File: config.mk
export PLATFORM = sky130hd
export DESIGN_NAME = legacy_dma_blkcnt
export DESIGN_NICKNAME = d
export VERILOG_FILES = /design/src/rtl/blkcnt_pkg.sv /design/src/rtl/blkcnt_mode_fsm.sv /design/src/rtl/blkcnt_len_ctr.sv /design/src/rtl/blkcnt_irq.sv /design/src/rtl/legacy_dma_blkcnt.sv
export SDC_FILE = /design/constraint.sdc
export NUM_CORES = 1
export LEC_CHECK = 0
export BUFFER_PORTS_ARGS = -buffer_cell sky130_fd_sc_hd__buf_4
export CAP_MARGIN = 20
export CORE_MARGIN = 8
export CORE_UTILIZATION = 35
export DETAILED_ROUTE_END_ITERATION = 6
export PLACE_DENSITY_LB_ADDON = 0.08
export SETUP_SLACK_MARGIN = 0.1
export SLEW_MARGIN = 25
export SYNTH_ARGS = -nofsm -noshare
export SYNTH_HDL_FRONTEND = slang
export SYNTH_HIERARCHICAL = 1
export SYNTH_SLANG_ARGS = --single-unit
File: constraint.sdc
create_clock -name clk -period 2.75 [get_ports clk]
set_clock_uncertainty 0.15 [all_clocks]
set_input_delay 0.825 -clock clk [delete_from_list [all_inputs] [get_ports clk]]
set_output_delay 0.825 -clock clk [all_outputs]
set_load 0.05 [all_outputs]
File: src/rtl/blkcnt_pkg.sv
package blkcnt_pkg;

    typedef enum logic [2:0] {
        MODE_STOP      = 3'b000,
        MODE_RUN       = 3'b001,
        MODE_SIL_AUDIO = 3'b010,
        MODE_RSV_A     = 3'b011,
        MODE_SIL_DMA   = 3'b100,
        MODE_PAUSE     = 3'b101,
        MODE_RSV_B     = 3'b110,
        MODE_DIRECT    = 3'b111
    } chan_mode_e;

endpackage

File: src/rtl/blkcnt_mode_fsm.sv
module blkcnt_mode_fsm
    import blkcnt_pkg::*;
(
    input  logic       clk,
    input  logic       rst_n,
    input  logic       mode_wr,
    input  logic [2:0] mode_wdata,
    input  logic       wrap,
    input  logic       auto_cont,
    output chan_mode_e mode_q,
    output logic       counting,
    output logic       paused,
    output logic       muted,
    output logic       direct,
    output logic       reserved
);

    chan_mode_e mode_d;

    // next-state: a software write wins over the expiry stop
    always_comb begin
        mode_d = mode_q;
        if (mode_wr)
            mode_d = chan_mode_e'(mode_wdata);
        else if (wrap && !auto_cont)
            mode_d = MODE_STOP;
    end

    always_ff @(posedge clk or negedge rst_n) begin
        if (!rst_n)
            mode_q <= MODE_STOP;
        else
            mode_q <= mode_d;
    end

    always_comb begin
        counting = 1'b0;
        paused   = 1'b0;
        muted    = 1'b0;
        direct   = 1'b0;
        reserved = 1'b0;
        unique case (mode_q)
            MODE_STOP:      ;
            MODE_RUN:       counting = 1'b1;
            MODE_SIL_AUDIO: muted    = 1'b1;
            MODE_RSV_A:     reserved = 1'b1;
            MODE_SIL_DMA: begin
                counting = 1'b1;
                muted    = 1'b1;
            end
            MODE_PAUSE:     paused   = 1'b1;
            MODE_RSV_B:     reserved = 1'b1;
            MODE_DIRECT: begin
                counting = 1'b1;
                direct   = 1'b1;
            end
        endcase
    end

endmodule

File: src/rtl/blkcnt_len_ctr.sv
module blkcnt_len_ctr #(
    parameter int                      NBYTES  = 2,
    parameter logic [8*NBYTES-1:0]     RST_LEN = 'h07FF,
    localparam int                     W       = 8 * NBYTES
) (
    input  logic              clk,
    input  logic              rst_n,
    input  logic [NBYTES-1:0] cur_be,
    input  logic [NBYTES-1:0] base_be,
    input  logic [7:0]        wdata,
    input  logic              step,
    output logic [W-1:0]      cur_q,
    output logic [W-1:0]      base_q,
    output logic              wrap
);

    logic         cur_wr_any;
    logic [W-1:0] cur_next;

    assign cur_wr_any = |cur_be;
    // expiry: counted step from zero, unless software rewrites the count
    assign wrap       = step && !cur_wr_any && (cur_q == '0);
    assign cur_next   = wrap ? base_q : (cur_q - W'(1));

    always_ff @(posedge clk or negedge rst_n) begin
        if (!rst_n) begin
            cur_q  <= RST_LEN;
            base_q <= RST_LEN;
        end else begin
            for (int i = 0; i < NBYTES; i++) begin
                if (cur_be[i])
                    cur_q[8*i +: 8] <= wdata;
                else if (!cur_wr_any && step)
                    cur_q[8*i +: 8] <= cur_next[8*i +: 8];
                if (base_be[i])
                    base_q[8*i +: 8] <= wdata;
            end
        end
    end

endmodule

File: src/rtl/blkcnt_irq.sv
module blkcnt_irq (
    input  logic clk,
    input  logic rst_n,
    input  logic wrap,
    input  logic ack,
    output logic blk_irq,
    output logic irq_pend
);

    always_ff @(posedge clk or negedge rst_n) begin
        if (!rst_n) begin
            blk_irq  <= 1'b0;
            irq_pend <= 1'b0;
        end else begin
            blk_irq <= wrap;
            if (wrap)
                irq_pend <= 1'b1;
            else if (ack)
                irq_pend <= 1'b0;
        end
    end

endmodule

File: src/rtl/legacy_dma_blkcnt.sv
module legacy_dma_blkcnt
    import blkcnt_pkg::*;
#(
    parameter int                  NBYTES  = 2,
    parameter logic [8*NBYTES-1:0] RST_LEN = 'h07FF,
    localparam int                 ADDR_W  = $clog2(2*NBYTES + 2)
) (
    input  logic              clk,
    input  logic              rst_n,
    input  logic              wr_en,
    input  logic [ADDR_W-1:0] wr_addr,
    input  logic [7:0]        wr_data,
    input  logic [ADDR_W-1:0] rd_addr,
    output logic [7:0]        rd_data,
    input  logic              xfer_stb,
    output logic              blk_irq,
    output logic              irq_pend,
    output logic              chan_counting,
    output logic              chan_paused,
    output logic              audio_muted,
    output logic              direct_play,
    output logic              mode_reserved,
    output logic              fmt_wide,
    output logic              fmt_stereo,
    output logic              fmt_signed,
    output logic              dir_capture
);

    localparam int W         = 8 * NBYTES;
    localparam int CTRL_ADDR = 2 * NBYTES;
    localparam int STAT_ADDR = 2 * NBYTES + 1;

    logic [NBYTES-1:0] cur_be;
    logic [NBYTES-1:0] base_be;
    logic              ctrl_wr;
    logic              ack;
    logic              step;
    logic              wrap;
    logic              cur_wr_any;
    logic [W-1:0]      cur_q;
    logic [W-1:0]      base_q;
    logic [4:0]        fmt_q;
    chan_mode_e        mode_q;

    for (genvar i = 0; i < NBYTES; i++) begin : g_dec
        assign cur_be[i]  = wr_en && (wr_addr == ADDR_W'(i));
        assign base_be[i] = wr_en && (wr_addr == ADDR_W'(NBYTES + i));
    end

    assign ctrl_wr    = wr_en && (wr_addr == ADDR_W'(CTRL_ADDR));
    assign ack        = wr_en && (wr_addr == ADDR_W'(STAT_ADDR));
    assign cur_wr_any = |cur_be;
    assign step       = xfer_stb && chan_counting;

    always_ff @(posedge clk or negedge rst_n) begin
        if (!rst_n)
            fmt_q <= '0;
        else if (ctrl_wr)
            fmt_q <= wr_data[7:3];
    end

    assign fmt_wide    = fmt_q[4];
    assign fmt_stereo  = fmt_q[3];
    assign fmt_signed  = fmt_q[2];
    assign dir_capture = fmt_q[1];

    blkcnt_len_ctr #(.NBYTES(NBYTES), .RST_LEN(RST_LEN)) u_len (
        .clk    (clk),
        .rst_n  (rst_n),
        .cur_be (cur_be),
        .base_be(base_be),
        .wdata  (wr_data),
        .step   (step),
        .cur_q  (cur_q),
        .base_q (base_q),
        .wrap   (wrap)
    );

    blkcnt_mode_fsm u_fsm (
        .clk       (clk),
        .rst_n     (rst_n),
        .mode_wr   (ctrl_wr),
        .mode_wdata(wr_data[2:0]),
        .wrap      (wrap),
        .auto_cont (fmt_q[0]),
        .mode_q    (mode_q),
        .counting  (chan_counting),
        .paused    (chan_paused),
        .muted     (audio_muted),
        .direct    (direct_play),
        .reserved  (mode_reserved)
    );

    blkcnt_irq u_irq (
        .clk     (clk),
        .rst_n   (rst_n),
        .wrap    (wrap),
        .ack     (ack),
        .blk_irq (blk_irq),
        .irq_pend(irq_pend)
    );

    always_comb begin
        rd_data = '0;
        for (int i = 0; i < NBYTES; i++) begin
            if (rd_addr == ADDR_W'(i))
                rd_data = cur_q[8*i +: 8];
            if (rd_addr == ADDR_W'(NBYTES + i))
                rd_data = base_q[8*i +: 8];
        end
        if (rd_addr == ADDR_W'(CTRL_ADDR))
            rd_data = {fmt_q, mode_q};
        if (rd_addr == ADDR_W'(STAT_ADDR))
            rd_data = {7'b0, irq_pend};
    end

endmodule

==> results.toml, run 1 <==
[outcome]
status = "finished, violations left"
violations = "negative setup slack"

[global_routing]
grt_pass1_wl_mm = 13.1
grt_most_used_layer = "met2"
gr-total-overflow = 0
met1_usage_pct = 20.1
grt_pass1_vias = 2333
grt_use_met3_pct = 2.85
grt_util_all_layers_pct = 15.0
met2_usage_pct = 24.4
antenna_found_initial = 0
grt_max_degree = 43

[clocking]
root_buffer = "clkbuf_8"
clockBufferDepth = 2
clkTransAtPathRegs_ps = 90
numCtsBuffers = 5
clkSinkCount = 42
htreeDepth = 2
insertion_delay_ps = 290
cts_tree = "built"

[synth]
synth_nets = 301
yosys-top-cells-area = "dfstp_2 (21%), dfrtp_1 (19%), mux2_2 (9.2%), nand2_1 (4.5%), mux2i_1 (3.3%)"
netlist_instances = 282
synth.avg_cell_area_um2 = 9.55
syn_area_mm2 = 0.00269
seq_area_frac_synth_pct = 40.0
synth-seq-cells = 42
yosysTopAreaCell = "dfstp_2"
yosys.area.top_type_share_pct = 21.5
synth_edf_count = 0
ys_warn_count = 6
ys_types = 47
async_flop_share_pct = 100
synth_ff_type = "dfstp_2"

[routing]
drt_wl_total_mm = 7.85
vias = 2249
drt_iter0_markers = 87
drc = 0
vias_per_cell = 5.18
dr.pass1.iters = 4
wire_per_inst_um = 18.1
drt.antenna.violating_nets = 0

[sta]
period_share_pct = 103
slew_violations = 0
timing.slew.headroom_pct = 61.9
setup_violations = 6
whs_ps = 357
fmax_mhz = 352
tightest_slew_ps = 567
hold_viol = 0
rsz0062_at_grt = "yes"
fin_setup_tns_ps = -145
min_period_ps = 2840
fin_ws_ps = -89.2

[floorplanning]
pin_count = 37
die_area_mm2 = 0.0108
die_h_um = 104
fp.coreArea_mm2 = 0.00761
start_util_pct = 35.4
dieWidth_um = 104
row_count = 32

[place]
place_ws_ps = -161
hpwl_mm = 5.82
gp_congestion = 0.793
port_buffers = 36

[pwr]
peakVddDrop_uv = 333
p_leak_nw = 1.40
p_per_area_mw_per_mm2 = 834

[final_layout]
seq_area_mm2 = 0.00108
drive_gt1_share_pct = 45.2
area_growth_pct = 31.2
multi_input_area_mm2 = 0.00166
mostFrequentLayoutCell = "buf_4"
final_cell_mix = "buf_4 (52), nand2_1 (32), dfstp_2 (22), mux2_2 (21), dfrtp_1 (19)"
fill_cells = 751
diodes = 0
fin_nets = 350

[worst_setup_path]
cp-end-kind = "primary output"
startpoint_type = "primary input"
ff2ff_path_depth = 9
cp.required_ps = 1780
crit_type = "in2out"
critPathMaxStageDelay_ps = 510
reg2reg_setup_slack_ps = 290
crit_path_top_delay_cell = "mux4_2"
critPathMaxFanout = 3
cpMostUsedCell = "buf_8"
rr_startpoint = "u_fsm/mode_q[2]"
path_cells = "buf_8 -> mux4_2 -> mux2_4 -> buf_8"
rr_endpoint = "u_len/cur_q[10]"
cp_data_arrival_time_ps = 1860

[worst_hold_path]
min_path_type = "in2async"

[run]
maxCapViolCount = 0
what timing repair did:
action | 4_1_cts | 5_1_grt
resized for setup | 22 | 7
pin swaps | 3 | 5
hold buffers | 0 | 0
setup buffers | 3 | 0
endpoints found under the setup margin | 8 | 17
layout make-up:
| cell class | count | area share, % |
|---|---|---|
| Multi-Input combinational cell | 214 | 46.9 |
| Tap cell | 102 | 3.61 |
| Inverter | 4 | 0.425 |
| Sequential cell | 42 | 30.5 |
| Clock buffer | 8 | 3.12 |
| Timing Repair Buffer | 64 | 15.4 |
worst max-delay path, delay by kind of cell:
family	cells	cell delay (ps)
multiplexers	2	800
buffers and inverters	2	230
sequential cells by signal, summed over array words and instances (netlist names):
name,flops
fmt_q,5
u_len/base_q,16
u_fsm/mode_q,3
u_irq/blk_irq,1
u_irq/irq_pend,1
u_len/cur_q,16
where the power goes:
part	switching [mW]	leakage, nW	internal, mW	total [mW]
combinational	0.722	0.860	0.589	1.31
clock	0.217	0.0575	0.254	0.471
sequential	0.277	0.479	0.889	1.17
cell families after synthesis:
family | synth area share, %
multiplexers | 13.4
buffers and inverters | 5.11
XOR/XNOR | 4.55
AO/OA/AOI/OAI | 16.2
flip-flops | 40.0
AND/OR/NAND/NOR | 20.3
adder cells (fa/ha/maj) | 0.464
through the flow:
stage	util [%]	std cells	power [mW]	cell area (um^2)
6_report	46.5	434	2.95	3530
5_1_grt	46.5	434	3.15	3530
4_1_cts	46.1	434	2.96	3510
3_5_place_dp	43.3	423	2.43	3290
3_3_place_gp	43.3	423	2.43	3290
2_1_floorplan	-	282	2.07	2860
synthesized netlist by cell type, types with 8 or more instances:
cell,count
dfstp_2,22
nand2_1,32
mux2i_1,9
dfrtp_1,20
nand3_1,13
o21ai_0,18
nand2b_1,8
mux2_2,22
xnor2_1,8
a22oi_1,8
clkbuf_1,12
nor2_1,16
routing by layer:
metal,up-vias,wire (um),part of all wire (%)
met4,0,85,1.1
li1,1114,-,-
met3,6,235,3.0
met5,-,0,0
met2,40,3730,48
met1,1089,3800,48
worst max path at each step:
stage                     slack, ps       start          to
after detailed placement       -160  rd_addr[1]  rd_data[0]
after global routing           -110  rd_addr[1]  rd_data[0]
after floorplan                  30  rd_addr[1]  rd_data[0]
after global placement         -160  rd_addr[1]  rd_data[0]
after CTS                      -100  rd_addr[1]  rd_data[0]
final                           -90  rd_addr[1]  rd_data[0]
Note: power is estimated with default switching activity, not from simulation.
==> run 2, diff against run 1 <==
--- a/config.mk
+++ b/config.mk
@@ -15,5 +15,4 @@
 export SLEW_MARGIN = 25
 export SYNTH_ARGS = -nofsm -noshare
 export SYNTH_HDL_FRONTEND = slang
-export SYNTH_HIERARCHICAL = 1
 export SYNTH_SLANG_ARGS = --single-unit
==> run 2 against run 1 <==
  * The run now ends clean
  * Maximum frequency is 5.5% higher
  * Critical path depth grew 1
  * Combinational power is 11% lower
  * Non-clock buffer count shrank 11
  * Largest cell class unchanged
  * Largest power group is now sequential cells
  * Highest routed layer unchanged
==> results.toml, run 2 <==
[sta]
period_share_pct = 97.9
rsz0062_at_grt = "yes"
timing.slew.headroom_pct = 59.9
setup_violations = 0
fin_setup_tns_ps = 0
slew_violations = 0
fin_ws_ps = 58.9
hold_viol = 0
fmax_mhz = 372
tightest_slew_ps = 599
min_period_ps = 2690

[outcome]
status = "finished, final reports clean"

[worst_setup_path]
path_cells = "buf_12 -> mux4_2 -> inv_2 -> o21ai_4 -> buf_6"
cp.required_ps = 1780
cp_top_family = "multiplexers"
critPathMaxFanout = 5
crit_buf_inv = 3
startpoint_type = "primary input"
cp-end-kind = "primary output"
crit_path_top_delay_cell = "mux4_2"
cp_data_arrival_time_ps = 1720
crit_type = "in2out"
critPathMaxStageDelay_ps = 510

[floorplanning]
fp.coreArea_mm2 = 0.00721
dieWidth_um = 102
start_util_pct = 35.9
die_area_mm2 = 0.0104
pin_count = 37
row_count = 31
die_h_um = 102

[global_routing]
grt_util_all_layers_pct = 16.7
antenna_found_initial = 0
grt_max_degree = 43
grt_pass1_vias = 2319
grt_pass1_wl_mm = 13.3
gr-total-overflow = 0

[synth]
synth_nets = 296
synth_ff_type = "dfstp_2"
synth_edf_count = 0
yosysMostFrequentCell = "nand2_1"
ys_top_cells_by_count = "nand2_1 (48), o21ai_0 (24), nand3_1 (23)"
netlist_instances = 277
async_flop_share_pct = 100
synth-seq-cells = 42
ys_warn_count = 0
yosys.area.top_type_share_pct = 22.3
syn_area_mm2 = 0.00259
synth.avg_cell_area_um2 = 9.35
yosysTopAreaCell = "dfstp_2"
seq_area_frac_synth_pct = 41.6
ys_types = 48
yosys-top-cells-area = "dfstp_2 (22%), dfrtp_1 (19%), mux2_2 (7.0%), nand2_1 (7.0%), mux4_2 (6.1%)"

[routing]
drt_iter0_markers = 142
wire_per_inst_um = 19.1
vias = 2303
dr.pass1.iters = 4
drt.antenna.violating_nets = 0
vias_per_cell = 5.46
drt_wl_total_mm = 8.08
drc = 0

[pwr]
p_per_area_mw_per_mm2 = 849
peakVddDrop_uv = 338
p_leak_nw = 1.37

[final_layout]
area_growth_pct = 28.6
fin_nets = 341
mostFrequentLayoutCell = "nand2_1"
final_cell_mix = "nand2_1 (48), buf_4 (41), nand3_1 (23), dfstp_2 (22), dfrtp_1 (19)"
multi_input_area_mm2 = 0.00149
fill_cells = 731
top_regs = "u_len.base_q (16), u_len.cur_q (16), fmt_q (5)"
drive_gt1_share_pct = 39.6
seq_area_mm2 = 0.00108
diodes = 0

[place]
port_buffers = 36
hpwl_mm = 6.12
place_ws_ps = -132
gp_congestion = 0.898

[clocking]
htreeDepth = 2
hold_buffers = 0
clkTransAtPathRegs_ps = 90
post-cts-setup-buffers = 0
numCtsBuffers = 5
insertion_delay_ps = 300
cts_tree = "built"
clockBufferDepth = 2
clkSinkCount = 42
root_buffer = "clkbuf_8"

[run]
maxCapViolCount = 0

[worst_hold_path]
min_path_type = "in2async"
-- run 2: path summary, 6_finish.rpt --
| check | cells after the start | to | start | slack [ps] |
|---|---|---|---|---|
| max | 5 | rd_data[2] | rd_addr[0] | 60 |
| min | 1 | u_fsm.mode_q[2] | rst_n | 360 |
| max reg2reg | 8 | u_len.cur_q[10] | u_len.cur_q[0] | 550 |
| min reg2reg | 2 | fmt_q[4] | fmt_q[4] | 360 |
| max in group asynchronous | 1 | u_len.cur_q[5] | rst_n | 1690 |
| min in group clk | 2 | fmt_q[4] | fmt_q[4] | 360 |
-- run 2: cell type report --
type / instances / area share (%)
multi-input cells: 205 / 44.7
flip-flops and latches: 42 / 32.4
repair buffers: 53 / 14.3
well taps: 99 / 3.72
clock buffers: 7 / 2.29
inverters: 15 / 1.69
clock inverters: 1 / 0.901
-- run 2: where the power goes --
| group | internal [mW] | switching (mW) | leakage (nW) | total (mW) |
|---|---|---|---|---|
| combinational | 0.517 | 0.646 | 0.836 | 1.16 |
| sequential | 0.882 | 0.302 | 0.481 | 1.18 |
| clock | 0.272 | 0.211 | 0.0524 | 0.483 |
| total | 1.67 | 1.16 | 1.37 | 2.83 |
-- run 2: stage by stage --
step           hold WS [ps]  cells  power [mW]  utilization [%]  cell area [um^2]
2_1_floorplan           320    277        1.92                -              2690
3_3_place_gp            341    413        2.30             43.5              3140
3_5_place_dp            346    413        2.31             43.5              3140
4_1_cts                 366    422        2.85             46.1              3330
5_1_grt                 393    422        3.01             46.2              3330
6_report                358    422        2.83             46.2              3330
-- run 2: cell families after synthesis --
family | synth area share, %
compound gates | 13.2
buf+inv | 4.64
fa+ha+maj | 0.483
simple gates | 23.4
xor+xnor | 2.03
mux | 14.6
flops | 41.6
-- run 2: routing by layer --
metal	part of all wire [%]	track usage, %	routed length (um)
met4	2.0	5.87	161
met2	45	25.8	3630
met1	45	22.7	3670
met5	0	0	0
met3	7.6	3.34	617
-- run 2: what timing repair did --
item / in CTS / in global routing
pin swaps: 1 / 1
cloned: 1 / 0
gates resized for setup: 21 / 2
endpoints found under the setup margin: 8 / 9
-- run 2: worst register-to-register path: stages (launching register included) --
cell      delay, ps
dfstp_2         590
inv_1            50
ha_1            240
nor4b_1         170
nand4_1         160
buf_4           230
o21bai_1         70
or4_1           390
nand3_1          90
